`src/rtl/irq_vec_pkg.sv`:
```
package irq_vec_pkg;

  // Strobes from the service control to the datapath
  typedef struct packed {
    logic latchSvc;   // capture the presented source as in service
    logic clearSvc;   // end of service accepted
  } svc_strobe_t;

endpackage

```
`src/rtl/irq_sync.sv`:
```
module irq_sync #(
  parameter int WIDTH  = 8,
  parameter int STAGES = 2
) (
  input  logic             clk,
  input  logic             rst_n,
  input  logic [WIDTH-1:0] asyncIn,
  output logic [WIDTH-1:0] syncOut
);

  genvar b;
  generate
    for (b = 0; b < WIDTH; b++) begin : g_bit
      logic [STAGES-1:0] chain;
      always_ff @(posedge clk or negedge rst_n) begin
        if (!rst_n) chain <= '0;
        else        chain <= {chain[STAGES-2:0], asyncIn[b]};
      end
      assign syncOut[b] = chain[STAGES-1];
    end
  endgenerate

endmodule

```
`src/rtl/irq_ctrl.sv`:
```
module irq_ctrl
  import irq_vec_pkg::*;
(
  input  logic        clk,
  input  logic        rst_n,
  input  logic        ack,
  input  logic        eoi,
  input  logic        irqOut,
  output svc_strobe_t strobes,
  output logic        svcValid,
  output logic        svcValidNext
);

  always_comb begin
    strobes.latchSvc = ack && irqOut && !svcValid;
    strobes.clearSvc = eoi && svcValid;
  end

  always_comb begin
    svcValidNext = svcValid;
    if (strobes.clearSvc)      svcValidNext = 1'b0;
    else if (strobes.latchSvc) svcValidNext = 1'b1;
  end

  always_ff @(posedge clk or negedge rst_n) begin
    if (!rst_n) svcValid <= 1'b0;
    else        svcValid <= svcValidNext;
  end

  // an accepted ack puts a source in service
  p_ack_takes_r5: assert property (@(posedge clk) disable iff (!rst_n)
    (ack && irqOut && !svcValid) |=> svcValid);

  // end of service clears the in-service state
  p_eoi_clears_r7: assert property (@(posedge clk) disable iff (!rst_n)
    (eoi && svcValid) |=> !svcValid);

  // while busy and without eoi the state holds
  p_busy_holds_r8: assert property (@(posedge clk) disable iff (!rst_n)
    (svcValid && !eoi) |=> svcValid);

endmodule

```
`src/rtl/irq_datapath.sv`:
```
module irq_datapath
  import irq_vec_pkg::*;
#(
  parameter int NUM_SRC   = 8,
  parameter int ADDR_W    = 32,
  parameter int VEC_SHIFT = 2,
  localparam int IDX_W    = (NUM_SRC > 1) ? $clog2(NUM_SRC) : 1
) (
  input  logic               clk,
  input  logic               rst_n,
  input  logic [NUM_SRC-1:0] syncReq,
  input  logic               maskWe,
  input  logic [NUM_SRC-1:0] maskWdata,
  input  logic               baseWe,
  input  logic [ADDR_W-1:0]  baseWdata,
  input  svc_strobe_t        strobes,
  input  logic               svcValid,
  input  logic               svcValidNext,
  output logic [NUM_SRC-1:0] enableReg,
  output logic               irqOut,
  output logic [IDX_W-1:0]   srcId,
  output logic [ADDR_W-1:0]  vecAddr,
  output logic [IDX_W-1:0]   svcId
);

  logic [ADDR_W-1:0]  baseReg;
  logic [IDX_W-1:0]   svcIdNext;
  logic [NUM_SRC-1:0] inhibit;
  logic [NUM_SRC-1:0] eligible;
  logic [IDX_W-1:0]   winIdx;
  logic               winFound;
  logic [ADDR_W-1:0]  winVec;

  // Configuration registers
  always_ff @(posedge clk or negedge rst_n) begin
    if (!rst_n) begin
      enableReg <= '0;
      baseReg   <= '0;
    end else begin
      if (maskWe) enableReg <= maskWdata;
      if (baseWe) baseReg   <= baseWdata;
    end
  end

  // In-service source index
  assign svcIdNext = strobes.latchSvc ? srcId : svcId;

  always_ff @(posedge clk or negedge rst_n) begin
    if (!rst_n) svcId <= '0;
    else        svcId <= svcIdNext;
  end

  // Inhibit uses the next in-service state so the acked source drops at once
  genvar s;
  generate
    for (s = 0; s < NUM_SRC; s++) begin : g_inh
      assign inhibit[s] = svcValidNext && (svcIdNext == IDX_W'(s));
    end
  endgenerate

  assign eligible = syncReq & enableReg & ~inhibit;

  // Fixed-priority network: lowest index wins
  always_comb begin
    winIdx   = '0;
    winFound = 1'b0;
    for (int i = NUM_SRC - 1; i >= 0; i--) begin
      if (eligible[i]) begin
        winIdx   = IDX_W'(i);
        winFound = 1'b1;
      end
    end
  end

  assign winVec = baseReg + (ADDR_W'(winIdx) << VEC_SHIFT);

  always_ff @(posedge clk or negedge rst_n) begin
    if (!rst_n) begin
      irqOut  <= 1'b0;
      srcId   <= '0;
      vecAddr <= '0;
    end else begin
      irqOut  <= winFound;
      srcId   <= winIdx;
      vecAddr <= winVec;
    end
  end

  // the presented source is never the one in service
  p_no_self_present_r6: assert property (@(posedge clk) disable iff (!rst_n)
    (irqOut && svcValid) |-> (srcId != svcId));

  // a presented source was enabled when it was ranked
  p_only_enabled_r2: assert property (@(posedge clk) disable iff (!rst_n)
    irqOut |-> ((($past(enableReg) >> srcId) & NUM_SRC'(1)) != '0));

  // the in-service index changes only on an accepted ack
  p_svcid_hold_r8: assert property (@(posedge clk) disable iff (!rst_n)
    !strobes.latchSvc |=> $stable(svcId));

  // nothing presented means index zero
  p_idle_index_r4: assert property (@(posedge clk) disable iff (!rst_n)
    !irqOut |-> (srcId == '0));

endmodule

```
`src/rtl/irq_vector_ctrl.sv`:
```
module irq_vector_ctrl
  import irq_vec_pkg::*;
#(
  parameter int NUM_SRC     = 8,
  parameter int ADDR_W      = 32,
  parameter int SYNC_STAGES = 2,
  parameter int VEC_SHIFT   = 2,
  localparam int IDX_W      = (NUM_SRC > 1) ? $clog2(NUM_SRC) : 1
) (
  input  logic               clk,
  input  logic               rst_n,
  input  logic [NUM_SRC-1:0] irqLines,
  input  logic               maskWe,
  input  logic [NUM_SRC-1:0] maskWdata,
  output logic [NUM_SRC-1:0] maskRdata,
  input  logic               baseWe,
  input  logic [ADDR_W-1:0]  baseWdata,
  input  logic               ack,
  input  logic               eoi,
  output logic               irqOut,
  output logic [IDX_W-1:0]   srcId,
  output logic [ADDR_W-1:0]  vecAddr,
  output logic               inServiceValid,
  output logic [IDX_W-1:0]   inServiceId
);

  logic [NUM_SRC-1:0] syncReq;
  svc_strobe_t        strobes;
  logic               svcValidNext;

  irq_sync #(.WIDTH(NUM_SRC), .STAGES(SYNC_STAGES)) i_sync (
    .clk     (clk),
    .rst_n   (rst_n),
    .asyncIn (irqLines),
    .syncOut (syncReq)
  );

  irq_ctrl i_ctrl (
    .clk          (clk),
    .rst_n        (rst_n),
    .ack          (ack),
    .eoi          (eoi),
    .irqOut       (irqOut),
    .strobes      (strobes),
    .svcValid     (inServiceValid),
    .svcValidNext (svcValidNext)
  );

  irq_datapath #(.NUM_SRC(NUM_SRC), .ADDR_W(ADDR_W), .VEC_SHIFT(VEC_SHIFT)) i_dp (
    .clk          (clk),
    .rst_n        (rst_n),
    .syncReq      (syncReq),
    .maskWe       (maskWe),
    .maskWdata    (maskWdata),
    .baseWe       (baseWe),
    .baseWdata    (baseWdata),
    .strobes      (strobes),
    .svcValid     (inServiceValid),
    .svcValidNext (svcValidNext),
    .enableReg    (maskRdata),
    .irqOut       (irqOut),
    .srcId        (srcId),
    .vecAddr      (vecAddr),
    .svcId        (inServiceId)
  );

endmodule

```
`config.mk`:
```
export PLATFORM = sky130hd
export DESIGN_NAME = irq_vector_ctrl
export DESIGN_NICKNAME = d
export VERILOG_FILES = /design/src/rtl/irq_vec_pkg.sv /design/src/rtl/irq_sync.sv /design/src/rtl/irq_ctrl.sv /design/src/rtl/irq_datapath.sv /design/src/rtl/irq_vector_ctrl.sv
export SDC_FILE = /design/constraint.sdc
export NUM_CORES = 1
export LEC_CHECK = 0
export ABC_AREA = 1
export CAP_MARGIN = 15
export CORE_MARGIN = 10
export CORE_UTILIZATION = 25
export CTS_BUF_LIST = sky130_fd_sc_hd__clkbuf_8
export DETAILED_ROUTE_END_ITERATION = 7
export MAX_ROUTING_LAYER = met4
export PLACE_DENSITY_LB_ADDON = 0.3
export SYNTH_ARGS = -nofsm -noshare
export SYNTH_HDL_FRONTEND = slang
export SYNTH_HIERARCHICAL = 1
export SYNTH_SLANG_ARGS = --single-unit
```
`constraint.sdc`:
```
create_clock -name clk -period 6.9 [get_ports clk]
set_input_delay 1.035 -clock clk [delete_from_list [all_inputs] [get_ports clk]]
set_output_delay 1.035 -clock clk [all_outputs]
set_load 0.01 [all_outputs]
```
==> out/summary.txt <==
Outcome -> completed
Reported net switching power -> 0.402 mW
Wire length of the first global-routing pass -> 16500 um
Final antenna diode count -> 0
Number of DRC violations after detailed-routing iteration 0 -> 137
Count of final setup violators -> 0
Number of sinks on the clock net -> 96
Share of power burned in registers -> 49.0%
CTS Buf Count -> 9
Total number of cells along the worst setup path -> 21
TritonCTS clock tree -> yes
Share of layout cells above drive strength 1 -> 12.5%
Sum of negative setup slack -> 0 ns
Count of cells along the worst hold path -> 0
Combinational cell fraction of total power -> 23.0%
Final count of hold timing violations -> 0
Switching Share -> 29.5%
Post-cts repair resize count -> 0
Synthesized netlist net count -> 434
Die span in x -> 147 um
Row Count -> 46
Kind of end point of the critical path -> register
Worst Clk Skew -> 0.0152 ns
Clock transition at the register clock pins on the worst setup and hold paths after CTS -> 0.09 ns
Tcrit/Tclk final -> 55.4%
Number of H-tree branching levels -> 3
Count of unresolved DRC violations after routing -> 0
Cell with the biggest individual delay on the critical path -> sky130_fd_sc_hd__clkdlybuf4s50_1
Cts hold-fix bufs -> 0
Number of vias per cell after detailed routing -> 4.04
Clock network latency to the later pin of the worst-skew pair -> 0.38 ns
CP Launch Type -> input pin
Number of cells on the worst reg-to-reg path -> 21
Remaining number of nets flagged by the antenna check after routing -> 0
Vertical extent of the die -> 147 um
CP Class -> in -> reg
Total power density per cell area -> 251 nW/um2
Fin nets -> 532
Max_cap viols -> 0
Cell chosen for the clock root -> sky130_fd_sc_hd__clkbuf_8
Placer congestion estimate -> 0.803
Number of slew-limit violations in the final report -> 0
Total wire length after detailed routing -> 10300 um
Leakage Power -> 2.41 nW
Worst path bufs/invs -> 3
Path class of the lowest-slack min-delay path -> reg -> reg
Maximum number of pins on one net before global-route repair -> 70
Drt first pass iters -> 4
Global router's overall resource usage -> 10.0%
Final HPWL DP -> 7850 um
Core utilization of the finished layout -> 34.2%
Number of I/O port buffers -> 101
Slew at the pin closest to its max-slew limit -> 0.942 ns
Total internal power -> 0.960 mW
Achievable clock frequency -> 0.261 GHz
Via count of the first global-routing pass -> 3054
Core Area -> 15900 um2
Required time of the critical path -> 7.16 ns
Critical path's top delay family -> simple AND/OR/NAND/NOR gates
Area added between synthesis and finish -> 34.6%
Effective utilization at floorplan -> 25.4%
Ports placed on the boundary -> 102
Routed length per placed instance -> 14.7 um
Post-Synthesis Cell Area -> 4040 um2
Die area -> 21600 um2
Layout fillers -> 1640
Delay of the slowest cell on the worst path -> 0.47 ns
Worst-path maximum fanout -> 5
Avg Cell Area, Syn -> 10.7 um2
Count of vias placed by the detailed router -> 2810
Max_slew headroom -> 37.2%
Arrival @ worst endpoint -> 4.09 ns
Synthesis Warnings -> 6
Final min period -> 3.83 ns
Buffer depth of the longest clock path -> 2
Most frequent cell on the critical path -> sky130_fd_sc_hd__nand2_1
Clock share of power -> 28.0%
Residual overflow from global routing -> 0
Setup bufs post-CTS -> 0
List of cells traversed by the critical path -> clkdlybuf4s50_1 -> nand3_2 -> inv_1 -> inv_2 -> nand2_1 -> nand2_1 -> nor2_1 -> nand2_1 -> nand3_1 -> nand2_1 -> nor2_1 -> nor3_2 -> ha_1 -> nand3_1 -> nand3_2 -> nand3_4 -> nor2_4 -> nand2_4 -> nor2_4 -> nand3_1 -> xor2_1
Gate count after technology mapping -> 376
RSZ-0062 raised after global routing -> no
Number of antenna violations at the first check in global routing -> 0
Worst vdd rail ir drop -> 0.0881 mV
-- layer usage --
metal | vias up | track usage [%] | wire length, um
met3 | 12 | 3.78 | 567
met4 | 0 | 2.82 | 104
met2 | 96 | 15.1 | 4770
li1 | 1367 | - | -
met1 | 1335 | 12.4 | 4810
met5 | - | - | 0
-- state kept, by name, summed over array words and instances (netlist names) --
name and cells:
i_ctrl/svcValid 1, i_dp/baseReg 32, i_dp/enableReg 8, i_dp/irqOut 1, i_dp/srcId 3, i_dp/svcId 3, i_dp/vecAddr 32, i_sync/g_bit.chain 16
-- worst reg2reg max path: stages (launching register included) --
cell                      delay (ns)
sky130_fd_sc_hd__dfrtp_1        0.40
sky130_fd_sc_hd__inv_1          0.07
sky130_fd_sc_hd__nand3_2        0.07
sky130_fd_sc_hd__inv_1          0.14
sky130_fd_sc_hd__inv_2          0.07
sky130_fd_sc_hd__nand2_1        0.06
sky130_fd_sc_hd__nand2_1        0.10
sky130_fd_sc_hd__nor2_1         0.18
sky130_fd_sc_hd__nand2_1        0.10
sky130_fd_sc_hd__nand3_1        0.13
sky130_fd_sc_hd__nand2_1        0.07
sky130_fd_sc_hd__nor2_1         0.20
sky130_fd_sc_hd__nor3_2         0.09
sky130_fd_sc_hd__ha_1           0.35
sky130_fd_sc_hd__nand3_1        0.11
sky130_fd_sc_hd__nand3_2        0.11
sky130_fd_sc_hd__nand3_4        0.10
sky130_fd_sc_hd__nor2_4         0.17
sky130_fd_sc_hd__nand2_4        0.10
sky130_fd_sc_hd__nor2_4         0.14
sky130_fd_sc_hd__nand3_1        0.12
sky130_fd_sc_hd__xor2_1         0.17
-- power by group through the flow --
stage | registers, mW | logic [mW] | clock network [mW]
after floorplan | 0.694 | 0.127 | 0
after global placement | 0.680 | 0.313 | 0
after detailed placement | 0.680 | 0.318 | 0
after CTS | 0.669 | 0.319 | 0.401
after global routing | 0.677 | 0.347 | 0.423
final | 0.668 | 0.313 | 0.382
-- layout by cell type, fill, tap and decap left out --
cell type / count
sky130_fd_sc_hd__nand4_1: 3
sky130_fd_sc_hd__clkinv_4: 1
sky130_fd_sc_hd__clkinvlp_4: 2
sky130_fd_sc_hd__a31oi_1: 1
sky130_fd_sc_hd__nor2_2: 3
sky130_fd_sc_hd__clkbuf_8: 10
sky130_fd_sc_hd__inv_6: 1
sky130_fd_sc_hd__fa_1: 1
sky130_fd_sc_hd__inv_2: 4
sky130_fd_sc_hd__bufinv_16: 1
sky130_fd_sc_hd__nor2_4: 3
sky130_fd_sc_hd__nor3_2: 3
sky130_fd_sc_hd__nand2_4: 1
sky130_fd_sc_hd__clkdlybuf4s50_1: 99
sky130_fd_sc_hd__nand2_2: 2
sky130_fd_sc_hd__nor3_4: 1
sky130_fd_sc_hd__o21ai_0: 23
sky130_fd_sc_hd__nor3_1: 10
sky130_fd_sc_hd__a21oi_1: 2
sky130_fd_sc_hd__inv_1: 45
sky130_fd_sc_hd__nand2_1: 71
sky130_fd_sc_hd__buf_2: 1
sky130_fd_sc_hd__clkinv_2: 1
sky130_fd_sc_hd__dfrtp_1: 96
sky130_fd_sc_hd__nor2_1: 17
sky130_fd_sc_hd__ha_1: 3
sky130_fd_sc_hd__nand4_4: 1
sky130_fd_sc_hd__buf_4: 2
sky130_fd_sc_hd__nor4_1: 3
sky130_fd_sc_hd__xor2_1: 28
sky130_fd_sc_hd__nand3_4: 3
sky130_fd_sc_hd__nand3_1: 15
sky130_fd_sc_hd__o21ai_1: 2
sky130_fd_sc_hd__mux2_2: 17
sky130_fd_sc_hd__nor2_8: 1
sky130_fd_sc_hd__nand3_2: 2
-- metrics by stage --
step	worst slack [ns]	cells	hold WS (ns)	cell area (um2)	total power [mW]
after floorplan	3.54	376	0.331	4040	0.821
after global placement	2.77	679	0.334	5230	0.992
after detailed placement	2.69	679	0.335	5230	0.998
after CTS	3.11	695	0.357	5440	1.39
after global routing	2.72	695	0.360	5440	1.45
final	3.07	695	0.354	5440	1.36
-- cell type report --
cell class / count / area (um2) / share of cell area, %
multi-input cells: 216 / 1370 / 25.1
flip-flops and latches: 96 / 2400 / 44.2
clock buffers: 10 / 138 / 2.53
clock inverters: 6 / 67.6 / 1.24
repair buffers: 102 / 1010 / 18.6
inverters: 49 / 184 / 3.38
well taps: 216 / 270 / 4.97
-- final timing paths --
path | startpoint | to | slack [ns]
worst min-delay path | i_sync/g_bit[3].chain[0] | i_sync/g_bit[3].chain[1] | 0.35
min in group asynchronous | rst_n | i_dp/vecAddr[0] | 0.56
worst min register to register | i_sync/g_bit[3].chain[0] | i_sync/g_bit[3].chain[1] | 0.35
max in group asynchronous | rst_n | i_dp/baseReg[18] | 5.13
worst max register to register | i_ctrl/svcValid | i_dp/vecAddr[31] | 3.76
worst max-delay path | ack | i_dp/vecAddr[31] | 3.07
No activity file was read; power rests on OpenSTA's default activity.
